File: src/rtl/frame_irq_pkg.sv
package frame_irq_pkg;

  // Bit index of the tap that divides the clock by 'div' (div a power of two).
  function automatic int tap_index(input int div);
    return $clog2(div) - 1;
  endfunction

  // Counter width needed to hold the slowest tap.
  function automatic int count_width(input int slow_div);
    return $clog2(slow_div);
  endfunction

  // Number of edges after a clear until the tap bit first reads one.
  function automatic int first_rise(input int div);
    return div / 2;
  endfunction

endpackage

File: src/rtl/fit_counter.sv
module fit_counter #(
  parameter int W = 13
) (
  input  logic         clk,
  input  logic         rst_n,
  input  logic         clr_i,
  output logic [W-1:0] count_o
);

  logic [W-1:0] count_q;
  logic [W-1:0] count_d;

  always_comb begin
    if (clr_i) count_d = '0;
    else       count_d = count_q + 1'b1;
  end

  always_ff @(posedge clk or negedge rst_n) begin
    if (!rst_n) count_q <= '0;
    else        count_q <= count_d;
  end

  assign count_o = count_q;

endmodule

File: src/rtl/fit_irq_latch.sv
module fit_irq_latch (
  input  logic clk,
  input  logic rst_n,
  input  logic clr_i,
  input  logic tap_i,
  output logic pend_o
);

  logic pend_q;

  always_ff @(posedge clk or negedge rst_n) begin
    if (!rst_n)     pend_q <= 1'b0;
    else if (clr_i) pend_q <= 1'b0;
    else if (tap_i) pend_q <= 1'b1;
  end

  assign pend_o = pend_q;

endmodule

File: src/rtl/frame_irq_timer.sv
module frame_irq_timer
  import frame_irq_pkg::*;
#(
  parameter int FRAME_DIV = 512,
  parameter int IRQ_DIV   = 8192
) (
  input  logic clk,
  input  logic rst_n,
  input  logic clr_hold_i,
  output logic frame_o,
  output logic irq_n_o
);

  localparam int CNT_W     = count_width(IRQ_DIV);
  localparam int FRAME_BIT = tap_index(FRAME_DIV);
  localparam int IRQ_BIT   = tap_index(IRQ_DIV);

  logic [CNT_W-1:0] count;
  logic             irq_tap;
  logic             irq_pend;
  logic             irq_active;

  fit_counter #(.W(CNT_W)) u_count (
    .clk     (clk),
    .rst_n   (rst_n),
    .clr_i   (clr_hold_i),
    .count_o (count)
  );

  assign irq_tap = count[IRQ_BIT];

  fit_irq_latch u_latch (
    .clk    (clk),
    .rst_n  (rst_n),
    .clr_i  (clr_hold_i),
    .tap_i  (irq_tap),
    .pend_o (irq_pend)
  );

  // The tap gives the exact first edge, and the latch holds it past the wrap.
  assign irq_active = irq_tap | irq_pend;
  assign frame_o    = count[FRAME_BIT];
  assign irq_n_o    = ~irq_active;

endmodule

File: config.mk
export PLATFORM = sky130hd
export DESIGN_NAME = frame_irq_timer
export DESIGN_NICKNAME = d
export VERILOG_FILES = /design/src/rtl/frame_irq_pkg.sv /design/src/rtl/fit_counter.sv /design/src/rtl/fit_irq_latch.sv /design/src/rtl/frame_irq_timer.sv
export SDC_FILE = /design/constraint.sdc
export NUM_CORES = 1
export LEC_CHECK = 0
export BUFFER_PORTS_ARGS = -buffer_cell sky130_fd_sc_hd__buf_2
export CAP_MARGIN = 40
export CORE_MARGIN = 2
export CORE_UTILIZATION = 25
export CTS_CLUSTER_SIZE = 10
export DETAILED_ROUTE_END_ITERATION = 6
export PLACE_DENSITY_LB_ADDON = 0.12
export SETUP_SLACK_MARGIN = 0.2
export SYNTH_ARGS = -nofsm -noshare
export SYNTH_HDL_FRONTEND = slang
export SYNTH_SLANG_ARGS = --single-unit
File: constraint.sdc
create_clock -name clk -period 2.3 [get_ports clk]
set_input_delay 0.46 -clock clk [delete_from_list [all_inputs] [get_ports clk]]
set_output_delay 0.46 -clock clk [all_outputs]
set_load 0.01 [all_outputs]
# --- Yosys cells after proc, flatten, opt, wreduce, memory -nomap -nowiden ---
# Index checks and enable logic that the tools add are counted.
op_classes:
  bitwise_logic: 2
  n_reduce_logical: 1
  n_addsub: 1
  mux: 3
ops:
  columns: ["op", "n"]
  rows:
  - ["adder 13 x 1 -> 13 bit (second input constant)", 1]
  - ["2-to-1 mux 13 bit", 1]
  - ["2-to-1 mux 1 bit", 2]
  - ["nonzero test 2 bit", 1]
  - ["inverter 1 bit", 1]
  - ["bitwise OR 1 bit", 1]
totals:
  output_inout_bits: 2
  word_cells: 9
  regBits: 14

# --- Logic depth before layout (Yosys ltp) ---
# Gate-level depths: netlist (run 1).
logic_depth:
  ltp_word: 2
  mapped_depth: 4
  mapped_depth_nobuf: 4

# --- Cells and area by module ---
# From an unflattened synthesis (run 1), not the netlist that was laid out.
hier_totals:
  cells_unflattened: 62
  hier_area_um2: 644.4
modules_own_cells:
  columns: ["mod", "n_inst", "area_each_um2", "cells_per_inst"]
  rows:
  - ["fit_counter", 1, 605.6, 59]
  - ["fit_irq_latch", 1, 35.0, 2]
  - ["frame_irq_timer", 1, 3.8, 1]

# --- Worst setup path after synthesis (run 1) ---
# Ideal clock, no wire load.
synth_timing:
  kind: "register to register"
  start: "register u_count.count_q[0] (netlist: u_count.count_o[0])"
  end: "register u_count.count_q[10] (netlist: u_count.count_o[10])"
  setup_slack_ns: 0.886
  n_path_buf: 0
  path_stages_with_launch: 5
  t_arrival_ns: 1.336
  required_time_ns: 2.222
  setup_time_ns: 0.078
  path_cell_list: "dfrtp_1 ha_1 nand4_2 or4_1 a21oi_1"
synth_between:
  elab_chain_len: 2
synth_rtl:
  columns: ["item", "line", "rtl"]
  rows:
  - ["from (decl)", "fit_counter.sv:10", "logic [W-1:0] count_q;"]
  - ["from (signal assigned)", "fit_counter.sv:20", "else count_q <= count_d;"]
  - ["adder 13 x 1 -> 13 bit", "fit_counter.sv:15", "else count_d = count_q + 1'b1;"]
  - ["2-to-1 mux 13 bit", "fit_counter.sv:14", "if (clr_i) count_d = '0;"]
  - ["net u_count.count_d[10]", "fit_counter.sv:11", "logic [W-1:0] count_d;"]
# The timed path passes the listed nets, and every way through them passes these cells.
# A chain may end at the register's enable or synchronous reset.

# --- Worst setup path after layout (run 1) ---
layout_timing:
  start: "register u_count.count_q[0] (netlist: u_count.count_o[0])"
  end: "register u_count.count_q[12] (netlist: u_count.count_o[12])"
# The elaborated chain is that of the path after synthesis.

==> results of run 1 <==
## cell type report
cell class,count,area share [%]
clock buffer,3,3.09
inverter,3,1.54
multi-input combinational,46,39.5
sequential,14,48.0
tap,30,5.15
timing repair buffer,4,2.74
## kinds of logic after synthesis
| logic type | Yosys count | synth area share, % |
|---|---|---|
| adders and majority gates | 1 | 1.92 |
| AOI/OAI and AO/OA | 12 | 10.3 |
| buffers and inverters | 4 | 2.30 |
| muxes | 2 | 3.45 |
| xor gates and xnor gates | 3 | 4.02 |
| DFF | 14 | 53.6 |
| and+or+nand+nor | 28 | 24.3 |
## stage by stage
| step | instances | area (µm²) |
|---|---|---|
| 2_1_floorplan | 64 | 653 |
| 3_3_place_gp | 97 | 707 |
| 3_5_place_dp | 97 | 707 |
| 4_1_cts | 100 | 729 |
| 5_1_grt | 100 | 729 |
| 6_report | 100 | 729 |
## synthesized netlist by cell type
cell	instances
o21ai_0	3
or3_2	2
ha_1	1
nor2b_1	2
nand4_1	1
a21oi_1	6
inv_1	3
or4_1	3
or3_1	1
nand2_1	2
dfrtp_1	14
xnor2_1	1
nor4_1	2
clkbuf_1	1
nand4_2	1
xor2_1	2
o31ai_1	3
nor2_1	9
nand3_1	4
nand3_2	1
mux2_2	2
## registers in the layout (all words and copies together) (netlist names)
register	count
u_latch.pend_o	1
u_count.count_o	13
## power by group
| group | switching [mW] | internal [mW] |
|---|---|---|
| logic | 0.0137 | 0.00599 |
| registers | 0.00462 | 0.250 |
| clock network | 0.0724 | 0.0606 |
| total | 0.0907 | 0.317 |
## how the worst max path moves through the flow
stage / startpoint / endpoint / slack (ps) / cells past startpoint
after floorplan: u_count.count_o[0] / u_count.count_o[10] / 890 / 4
after global placement: u_count.count_o[0] / u_count.count_o[12] / 680 / 4
after detailed placement: u_count.count_o[0] / u_count.count_o[12] / 690 / 4
after CTS: u_count.count_o[0] / u_count.count_o[12] / 670 / 4
after global routing: u_count.count_o[0] / u_count.count_o[12] / 570 / 4
final: u_count.count_o[0] / u_count.count_o[12] / 660 / 4
## layer usage
| layer | wire (µm) | part of all wire [%] | vias to the layer above |
|---|---|---|---|
| li1 | - | - | 245 |
| met1 | 634 | 53 | 239 |
| met2 | 515 | 43 | 5 |
| met3 | 36 | 3.0 | 2 |
| met4 | 12 | 1.0 | 0 |
| met5 | 0 | 0 | - |
==> results by group, run 1 <==
Status
  – Status: complete, no violations

Placement
  – Post-detail-place hpwl: 855 µm
  – RD Place Congestion: 0.662
  – Port Buf Inserts: 4
  – Place WS: 694 ps

Job
  – Max cap viols: 0

Route
  – Wire length per cell: 12.0 µm
  – Iter 0 DRT Violations: 2
  – 1st-pass router iterations: 4
  – ANT nets after route: 0
  – Drt via density: 4.91
  – Residual DRC: 0
  – Routed WL: 1.20 mm
  – Vias: 491

Global routing
  – Pin count of the biggest net entering global routing: 17
  – Met2 Use GR: 13.9%
  – Tot GR Track Use: 10.3%
  – Grt met3 use: 4.03%
  – Antenna violations before repair: 0
  – Busiest grt layer: met1
  – First-pass GRT wire length: 2.15 mm
  – Met1 Use GR: 14.2%
  – Vias in the first global route: 469
  – Gr ovfl total: 0

Cells and area
  – Filler Cell Count: 287
  – FF+latch area: 350 µm²
  – Area of the multi-input gates: 288 µm²
  – Finished Core Util: 29.4%
  – Most common library cell in the layout ignoring fill and taps: dfrtp_1
  – # diodes: 0
  – Commonest non-fill, non-tap cells in the layout: dfrtp_1 (14), nor2_1 (9), a21oi_1 (6), nand3_1 (4), buf_2 (4)
  – Synthesis-to-layout area growth: 11.7%
  – Nets@finish: 76
  – Share of layout cells above drive strength 1: 18.6%

Logic synthesis
  – Synth unique cells: 21
  – Post-synth top area share: 53.6%
  – Synth Net Count: 68
  – Syn. warnings: 0
  – Area of the mapped netlist: 653 µm²
  – #FFs+latches synth: 14
  – Post-synth top area cell: dfrtp_1
  – Cells after Synth: 64
  – Synth area leaders: dfrtp_1 (54%), nor2_1 (5.2%), a21oi_1 (4.6%)
  – Seq/Total Area, Yosys: 53.6%
  – Syn avg cell area: 10.2 µm²

Critical path
  – WP buf/inv: 0
  – Slowest CP cell: dfrtp_1
  – Crit Path Max Fanout: 7
  – Crit end category: flop
  – FF-to-FF setup slack: 660 ps
  – Arr. time, crit path: 1790 ps
  – Required time worst endpoint: 2460 ps
  – Crit-path cells: ha_1 > nand4_2 > nor4_1 > mux2_2
  – Worst path top cell family by delay: simple AND/OR/NAND/NOR gates
  – RR Startpoint: u_count.count_o[0]
  – Setup crit start kind: flop
  – Max incr delay on CP: 390 ps
  – Reg2Reg Depth: 4
  – Crit Path Class: reg -> reg
  – Worst R2R End: u_count.count_o[12]

Floorplan
  – # rows: 18
  – Num ports: 5
  – Initial Utilization: 26.4%
  – Die height: 55.1 µm
  – Overall die area: 3040 µm²
  – DIE WIDTH: 55.1 µm
  – Core area: 2480 µm²

Clock network
  – H-tree depth: 1
  – Post-CTS sizing: 0
  – CTS buffer count: 3
  – Hold-fix buffers, CTS: 0
  – Max Root-Sink Buffers: 2
  – Clock-pin slew on the worst setup and hold paths: 80 ps
  – Clock Latency Late Sink: 270 ps
  – Clk root buf: clkbuf_4
  – CTS sink cnt: 14
  – CTS tree: built
  – Setup bufs post-CTS: 0

Timing
  – Minimum clock period: 1640 ps
  – RSZ-0062 raised after global routing: false
  – Final hold slack: 69.0 ps
  – Final count of hold timing violations: 0
  – Setup Viol. Count Final: 0
  – Worst-Margin Slew: 397 ps
  – Max Freq: 611 MHz
  – Setup TNS Final: 0 ps
  – Post-route clock skew: 5.65 ps
  – Final worst slack: 663 ps
  – Period Utilization, post-route: 71.2%
  – Slew HR: 73.3%
  – Slew Viols, Final: 0

Power
  – VDD IR-drop max: 0.253 mV
  – Overall power: 0.407 mW
  – Leak pwr: 0.296 nW
  – Pwr dens: 558 nW/µm²

Min path
  – HP Class: in -> async
Power figures use the tool's default switching activity.
==> inputs of run 2 (changes only) <==
==> constraint.sdc (replaced) <==
create_clock -name clk -period 1.38 [get_ports clk]
set_input_delay 0.276 -clock clk [delete_from_list [all_inputs] [get_ports clk]]
set_output_delay 0.276 -clock clk [all_outputs]
set_load 0.01 [all_outputs]
==> run 2 against run 1 <==
  * Non-clock buffer count increased by 15
  * Maximum frequency increased by 20%
  * Clock power increased by 86%
  * Register-to-register slack got worse by 650 ps
  * Global-route usage increased by 1.1 points
  * Die area unchanged
  * Clock skew decreased by 4.4 ps
  * Sequential share of layout area decreased by 9.3 points
==> results by group, run 2 (synthesized netlist as in run 1, its figures left out) <==
Route
  – 1st-pass router iterations: 3 (was 4)
  – ANT nets after route: 0 (unchanged)
  – Drt via density: 4.57 (was 4.91)
  – Vias: 530 (was 491)
  – Routed WL: 1.40 mm (was 1.20 mm)
  – Wire length per cell: 12.1 µm (was 12.0 µm)
  – Residual DRC: 0 (unchanged)
  – Iter 0 DRT Violations: 8 (was 2)

Floorplan
  – DIE WIDTH: 55.1 µm (unchanged)
  – # rows: 18 (unchanged)
  – Num ports: 5 (unchanged)
  – Core area: 2480 µm² (unchanged)
  – Die height: 55.1 µm (unchanged)
  – Initial Utilization: 26.4% (unchanged)
  – Overall die area: 3040 µm² (unchanged)

Cells and area
  – Max reg flops: 13 (unchanged)
  – Area of the multi-input gates: 347 µm² (was 288 µm²)
  – Finished Core Util: 36.9% (was 29.4%)
  – Most common library cell in the layout ignoring fill and taps: buf_4 (was dfrtp_1)
  – Filler Cell Count: 266 (was 287)
  – Commonest non-fill, non-tap cells in the layout: buf_4 (13), dfrtp_1 (11), nor2_1 (8), a21oi_1 (4), buf_2 (4) (was dfrtp_1 (14), nor2_1 (9), a21oi_1 (6), nand3_1 (4), buf_2 (4))
  – Share of layout cells above drive strength 1: 44.2% (was 18.6%)
  – FF+latch area: 354 µm² (was 350 µm²)
  – Synthesis-to-layout area growth: 40.0% (was 11.7%)
  – Nets@finish: 91 (was 76)
  – # diodes: 0 (unchanged)

Min path
  – HP Class: in -> reg (was in -> async)
  – Worst Min Path Start: clr_hold_i

Clock network
  – H-tree depth: 1 (unchanged)
  – Clk root buf: clkbuf_4 (unchanged)
  – CTS buffer count: 3 (unchanged)
  – Max Root-Sink Buffers: 2 (unchanged)
  – CTS tree: built (unchanged)
  – Clock Latency Late Sink: 280 ps (was 270 ps)
  – CTS sink cnt: 14 (unchanged)
  – Clock-pin slew on the worst setup and hold paths: 80 ps (about the same)

Critical path
  – WP buf/inv: 0 (unchanged)
  – Required time worst endpoint: 1590 ps (was 2460 ps)
  – RR Startpoint: u_count.count_o[1] (was u_count.count_o[0])
  – Crit path launch: u_count.count_o[1] (was u_count.count_o[0])
  – Slowest CP cell: or4_1 (was dfrtp_1)
  – Setup crit start kind: flop (unchanged)
  – Worst path top cell family by delay: simple AND/OR/NAND/NOR gates (unchanged)
  – Crit Path Class: reg -> reg (unchanged)
  – Crit end category: flop (unchanged)
  – Max incr delay on CP: 480 ps (was 390 ps)
  – Crit-path cells: ha_4 > nand4_4 > or4_1 > a21oi_1 (was ha_1 > nand4_2 > nor4_1 > mux2_2)
  – Crit Path Max Fanout: 5 (was 7)
  – Arr. time, crit path: 1570 ps (was 1790 ps)

Timing
  – Minimum clock period: 1360 ps (was 1640 ps)
  – Slew HR: 77.5% (was 73.3%)
  – Worst-Margin Slew: 337 ps (was 397 ps)
  – Final worst slack: 15.9 ps (was 663 ps)
  – Period Utilization, post-route: 98.9% (was 71.2%)
  – RSZ-0062 raised after global routing: true (was false)
  – Max Freq: 733 MHz (was 611 MHz)
  – Post-route clock skew: 1.22 ps (was 5.65 ps)
  – Setup Viol. Count Final: 0 (unchanged)
  – Slew Viols, Final: 0 (unchanged)
  – Final count of hold timing violations: 0 (unchanged)

Power
  – VDD IR-drop max: 0.519 mV (was 0.253 mV)
  – Pwr dens: 800 nW/µm² (was 558 nW/µm²)
  – Leak pwr: 0.376 nW (was 0.296 nW)

Global routing
  – Pin count of the biggest net entering global routing: 17 (unchanged)
  – Vias in the first global route: 532 (was 469)
  – Tot GR Track Use: 11.4% (was 10.3%)
  – Gr ovfl total: 0 (unchanged)
  – First-pass GRT wire length: 2.42 mm (was 2.15 mm)
  – Antenna violations before repair: 0 (unchanged)

Job
  – Max cap viols: 0 (unchanged)

Status
  – Status: complete, no violations (unchanged)

Placement
  – RD Place Congestion: 0.661 (was 0.662)
  – Place WS: -60.0 ps (was 694 ps)
  – Port Buf Inserts: 4 (unchanged)
  – Post-detail-place hpwl: 954 µm (was 855 µm)
## run 2: routing by layer
| metal | part of all wire [%] | vias to the layer above | global-route usage, % |
|---|---|---|---|
| met3 | 4.6 | 0 | 5.65 |
| met1 | 48 | 250 | 14.6 |
| met5 | 0 | - | 0 |
| li1 | - | 272 | - |
| met2 | 47 | 8 | 17.3 |
| met4 | 0 | 0 | 2.44 |
## run 2: final timing paths
check	endpoint	slack [ps]	depth (start not counted)
setup / recovery	u_count.count_o[10]	20	4
hold / removal	u_count.count_o[0]	360	2
setup reg to reg	u_count.count_o[10]	20	4
hold reg to reg	u_latch.pend_o	490	2
max in group asynchronous	u_count.count_o[0]	700	2
min in group asynchronous	u_count.count_o[9]	420	2
## run 2: final cells by class
| class | count | area share (%) |
|---|---|---|
| flip-flops and latches | 14 | 38.7 |
| multi-input cells | 46 | 37.9 |
| repair buffers | 19 | 15.2 |
| well taps | 30 | 4.10 |
| clock buffers | 4 | 2.87 |
| inverters | 3 | 1.23 |
## run 2: metrics by stage
stage / hold slack, ps / TNS, ps / area (µm²) / instances / power (mW)
3_3_place_gp: 204 / -0.171 / 802 / 105 / 0.482
4_1_cts: 354 / -81.4 / 875 / 113 / 0.746
2_1_floorplan: -19.6 / 0 / 688 / 64 / 0.456
6_report: 362 / 0 / 915 / 116 / 0.731
3_5_place_dp: 204 / -153 / 802 / 105 / 0.482
5_1_grt: 368 / -173 / 915 / 116 / 0.775
## run 2: repair_timing
action / CTS / global route
endpoints found under the setup margin: 10 / 11
buffers inserted: 3 / 3
gates resized for setup: 4 / 8
hold buffers: 1 / 0
pin swaps: 1 / 4
hold endpoints to repair: 14 / 0
## run 2: worst register-to-register path: cells and delay by family, from the launching register on
kind            cells  cell delay (ps)
fa+ha+maj           1              170
flops               1              420
compound gates      1              130
simple gates        2              580
## run 2: power breakdown
| group | switching (mW) | internal, mW |
|---|---|---|
| Sequential | 0.0102 | 0.418 |
| Combinational | 0.0305 | 0.0265 |
| Clock | 0.134 | 0.112 |
